## config.mk

```make
export PLATFORM = sky130hd
export DESIGN_NAME = moore_reduced4
export DESIGN_NICKNAME = d
export VERILOG_FILES = /design/src/rtl/msm_pkg.sv /design/src/rtl/msm_next.sv /design/src/rtl/msm_state_reg.sv /design/src/rtl/msm_out_dec.sv /design/src/rtl/moore_reduced4.sv
export SDC_FILE = /design/constraint.sdc
export NUM_CORES = 1
export LEC_CHECK = 0
export ABC_AREA = 0
export ABC_CLOCK_PERIOD_IN_PS = 1300
export CAP_MARGIN = 20
export CORE_AREA = 2 2 39 41
export DETAILED_ROUTE_END_ITERATION = 16
export DIE_AREA = 0 0 41 43
export GPL_TIMING_DRIVEN = 0
export PLACE_DENSITY = 0.38
export SETUP_SLACK_MARGIN = 0.15
export SLEW_MARGIN = 20
export SYNTH_ARGS = -nofsm -noshare
export SYNTH_HDL_FRONTEND = slang
export SYNTH_HIERARCHICAL = 1
export SYNTH_SLANG_ARGS = --single-unit
```

## constraint.sdc

```tcl
create_clock -name clk -period 1.3 [get_ports clk]
set_clock_uncertainty 0.15 [all_clocks]
set_input_delay 0.39 -clock clk [delete_from_list [all_inputs] [get_ports clk]]
set_output_delay 0.39 -clock clk [all_outputs]
set_load 0.05 [all_outputs]
```

## src/rtl/msm_pkg.sv

```systemverilog
// Shared widths and the state encoding for the reduced Moore recognizer.
// Assumes the two-bit encoding fills every code, so no illegal state exists.
package msm_pkg;
    localparam int IN_W = 2;
    localparam int ST_W = 2;

    typedef enum logic [ST_W-1:0] {
        ST_P  = 2'b00,
        ST_S1 = 2'b01,
        ST_S2 = 2'b10,
        ST_Q  = 2'b11
    } state_t;
endpackage

```

## src/rtl/msm_next.sv

```systemverilog
// Next-state function of the reduced machine.
// Purely combinational; assumes the caller registers the result.
module msm_next
    import msm_pkg::*;
(
    input  state_t          cur,
    input  logic [IN_W-1:0] sel,
    output state_t          nxt
);
    // Pick the successor of the current state for the applied symbol.
    always_comb begin
        nxt = cur;
        unique case (cur)
            ST_P: begin
                unique case (sel)
                    2'b00:   nxt = ST_P;
                    2'b01:   nxt = ST_S1;
                    2'b10:   nxt = ST_S2;
                    default: nxt = ST_Q;
                endcase
            end
            ST_S1: begin
                unique case (sel)
                    2'b00:   nxt = ST_P;
                    2'b01:   nxt = ST_Q;
                    2'b10:   nxt = ST_S1;
                    default: nxt = ST_Q;
                endcase
            end
            ST_S2: begin
                unique case (sel)
                    2'b00:   nxt = ST_S1;
                    2'b01:   nxt = ST_Q;
                    2'b10:   nxt = ST_S2;
                    default: nxt = ST_P;
                endcase
            end
            default: begin
                unique case (sel)
                    2'b00:   nxt = ST_S1;
                    2'b01:   nxt = ST_P;
                    2'b10:   nxt = ST_P;
                    default: nxt = ST_Q;
                endcase
            end
        endcase
    end
endmodule

```

## src/rtl/msm_state_reg.sv

```systemverilog
// State register with a synchronous active-low reset to the start state.
// Assumes rst_n is synchronous to clk.
module msm_state_reg
    import msm_pkg::*;
(
    input  logic   clk,
    input  logic   rst_n,
    input  state_t d,
    output state_t q
);
    // Capture the next state, or return to the start state under reset.
    always_ff @(posedge clk) begin
        if (!rst_n) q <= ST_P;
        else        q <= d;
    end
endmodule

```

## src/rtl/msm_out_dec.sv

```systemverilog
// Moore output decoder: the flag is a function of the state only.
// Assumes no input reaches this logic.
module msm_out_dec
    import msm_pkg::*;
(
    input  state_t st,
    output logic   flag
);
    // Raise the flag in the two states whose output is 1.
    always_comb begin
        unique case (st)
            ST_P, ST_S2: flag = 1'b1;
            default:     flag = 1'b0;
        endcase
    end
endmodule

```

## src/rtl/moore_reduced4.sv

```systemverilog
// Top of the reduced four-state two-input Moore recognizer.
// Assumes one symbol per clock and a synchronous active-low reset.
module moore_reduced4
    import msm_pkg::*;
(
    input  logic            clk,
    input  logic            rst_n,
    input  logic [IN_W-1:0] sel_in,
    output logic            flag_out
);
    state_t state_q;
    state_t state_d;

    msm_next u_next (
        .cur (state_q),
        .sel (sel_in),
        .nxt (state_d)
    );

    msm_state_reg u_reg (
        .clk   (clk),
        .rst_n (rst_n),
        .d     (state_d),
        .q     (state_q)
    );

    msm_out_dec u_dec (
        .st   (state_q),
        .flag (flag_out)
    );
endmodule

```

==> impl.org, run 1 <==
** Clock network
- Clock tree synthesis inserted a total of 3 buffers.
- Max Buffers Root-to-Sink :: 2
- TritonCTS built the clock tree.
- Insertion delay to the later sink of the worst-skew pair :: approximately 0.23 ns
- CTS built an H-tree with a depth of 1.
- The cell sitting at the root of the clock tree is a sky130_fd_sc_hd__clkbuf_4.
- The clock net in this run drives a total of 2 sinks.
- Clock-pin slew was measured on the worst setup and hold paths at 0.03 ns.

** Yosys
- The synthesized netlist occupies a cell area of 213 um2.
- When the netlist entered floorplanning its net count stood at 33.
- Fraction of post-synthesis cell area in the top cell type by area :: 0.235
- Total of warnings raised by yosys :: 6
- The commonest cells after synthesis are 5 x sky130_fd_sc_hd__inv_1, 4 x sky130_fd_sc_hd__ha_1.
- Largest cells by area after synthesis :: sky130_fd_sc_hd__ha_1 24%, sky130_fd_sc_hd__dfxtp_1 19%, sky130_fd_sc_hd__mux2i_1 9.4%
- Flip-flop and latch count after synthesis :: 2
- Number of standard cells after synthesis :: 25
- The share of the Yosys chip area taken by registers is 0.188.
- Yosys mapped a number of flops with a built-in enable equal to 0.
- Async S/R FF share, synth :: 0
- Most used standard cell by instance count after synthesis :: sky130_fd_sc_hd__inv_1
- For this run, the leading register cell type out of synthesis is sky130_fd_sc_hd__dfxtp_1.
- A synthesized cell averages 8.51 um2.
- sky130_fd_sc_hd__ha_1 takes more of the synthesized area than any other cell.
- Synthesis instantiated 14 different standard cells from the library.

** STA
- Setup total negative slack on the finished layout was measured at 0 ns.
- Worst Tran Pin Value :: slightly above 0.2 ns
- Time the final worst path needs with I/O delays and setup :: between 1 and 1.5 ns
- Hold is met by 0.457 ns.
- Final period util :: 0.984
- Setup repair after global routing could not meet its margin everywhere.
- Final setup slack of the worst path :: between 0.02 and 0.025 ns
- For this run, the top clock speed supported by timing is between 700 and 800 MHz.
- The number of hold violations in the final report is 0.
- Max Slew Vio Count :: 0
- Setup violations remaining at the end of the flow were counted as 0.
- Normalized max-slew margin :: 0.865

** GRT
- The first global-routing pass estimated around 770 um of wire.
- The number of global-route vias before repair was between 200 and 250.
- Across every metal layer, demand over resource in global routing totals 0.0691.
- The total overflow left after global routing is 0.
- Entering global routing, the biggest net connects 8 pins.
- Number of antenna violations at the first check in global routing :: 0

** Critical path
- STA classifies the critical path endpoint as an output port.
- Of all nets on the critical path, the largest fanout is 2.
- The worst setup path is of the reg -> out kind.
- For the worst setup path, the data required time is 0.76 ns.
- Worst Path Arrival :: ~0.74 ns
- Category of the worst setup path launch point :: flop

** Finish
- After the last flow step, the layout net total stands at between 40 and 50.
- Max FFs per register :: 2
- The largest registers in the layout are u_reg/q (2).
- Inserted Diodes :: 0
- Final core utilization :: 0.280
- The register with the most flip-flops in the final layout is u_reg/q.
- Share of final-layout standard cells stronger than drive strength 1 :: 0.531
- Relative to the synthesized area, the layout overhead comes to 82.4%.

** Detailed routing
- The first routing iteration left 2 violations.
- Wires add up to around 430 um.
- Count of nets left with antenna violations after detail routing :: 0
- Routed vias :: between 150 and 200
- Wire per inst :: roughly 9 um
- Using the TritonRoute via totals, the vias-per-cell ratio works out to around 3.9.
- Detailed-route DRC error count :: 0
- Number of search-and-repair iterations in the first detailed-routing pass :: 3

** Floorplan
- Die Footprint :: approximately 1800 um2
- Core region area :: around 1400 um2
- Pin placement for this block handled 5 I/O pins.
- The floorplan has 14 rows.
- In this run the vertical extent of the chip is 43 um.
- Die boundary width :: roughly 40 um
- Effective utilization at floorplan :: 0.154

** Place
- DPL Wire Length :: about 330 um
- Before CTS, the worst setup slack after placement is -0.793 ns.
- Final Wtd Congestion :: 0.597
- Count of buffers inserted at the top-level ports :: 4

** Power
- Peak supply drop :: around 320 uV
- Power spread over the standard cell area amounts to just over 900 nW/um2.
- P_leak :: around 0.15 nW

** Job
- Max-cap violations in this run came to 0.

** Worst hold path
- Class of the tightest hold or removal check :: reg -> reg

** Outcome
- Result of the run :: finished clean
-- metal layers --
metal / track usage / part of all wire / up-vias / routed length, um
met5: 0 / 0 / - / 0
met4: 0.0600 / 0.040 / 0 / 17
met3: 0.0314 / 0.016 / 2 / 7
met2: 0.0969 / 0.54 / 4 / 230
met1: 0.0735 / 0.40 / 84 / 173
li1: - / - / 95 / -
-- worst max-delay path: stages (launching register included) --
cell and delay [ns]:
sky130_fd_sc_hd__dfxtp_2 0.32, sky130_fd_sc_hd__inv_2 0.05, sky130_fd_sc_hd__buf_6 0.14
-- timing repair --
action	CTS	global route
pin swaps	4	0
endpoints found under the setup margin	3	3
resized for setup	28	2
hold buffers	0	0
buffers inserted	0	0
-- area by class of cell --
type | count | area [um2]
repair buffers | 4 | 61.3
flip-flops and latches | 2 | 41.3
well taps | 16 | 20.0
inverters | 5 | 38.8
fillers | 141 | 996
multi-input cells | 17 | 193
clock buffers | 3 | 22.5
plain buffers | 1 | 11.3
-- cell families (layout without fill, tap and decap cells) --
group | count (synthesis) | after routing | synth area share
AO/OA/AOI/OAI | 5 | 5 | 0.182
adder cells (fa/ha/maj) | 4 | 4 | 0.235
buffers and inverters | 6 | 13 | 0.141
flip-flops | 2 | 2 | 0.188
multiplexers | 2 | 2 | 0.0941
AND/OR/NAND/NOR | 6 | 6 | 0.159
-- placed cells by master (no fill, tap or decap), types with 2 or more instances in the layout --
cell	count
sky130_fd_sc_hd__mux2i_1	2
sky130_fd_sc_hd__buf_6	2
sky130_fd_sc_hd__clkbuf_4	3
sky130_fd_sc_hd__o21ai_1	3
sky130_fd_sc_hd__ha_4	3
sky130_fd_sc_hd__and2_1	2
sky130_fd_sc_hd__buf_12	2
sky130_fd_sc_hd__inv_1	2
-- path summary, 6_finish.rpt --
| path | end | cells past startpoint | slack [ns] | from |
|---|---|---|---|---|
| worst max-delay path | flag_out | 2 | 0.02 | u_reg/q[0] |
| worst min register to register | u_reg/q[0] | 2 | 0.46 | u_reg/q[1] |
| worst max register to register | u_reg/q[0] | 5 | 0.11 | u_reg/q[0] |
| worst min-delay path | u_reg/q[0] | 2 | 0.46 | u_reg/q[1] |
-- per-stage QoR --
stage / power [mW] / cell area [um2] / cells
floorplan: 0.162 / 265 / 25
global placement: 0.198 / 325 / 45
detailed placement: 0.198 / 325 / 45
CTS: 0.361 / 380 / 48
global route: 0.384 / 388 / 48
finish: 0.358 / 388 / 48
-- where the power goes --
part,internal [mW],total (mW),switching (mW)
clock network,0.102,0.142,0.0395
registers,0.0711,0.0774,0.00630
logic,0.0739,0.138,0.0645
total,0.247,0.358,0.110
(Power assumes the default switching activity.)
==> inputs of run 2 (changes only) <==
GPL_ROUTABILITY_DRIVEN = 0   (was not set)
SLEW_MARGIN = not set   (was 20)
==> results of run 2 <==
The final DEF is identical to that of run 1; final timing and power are the same.
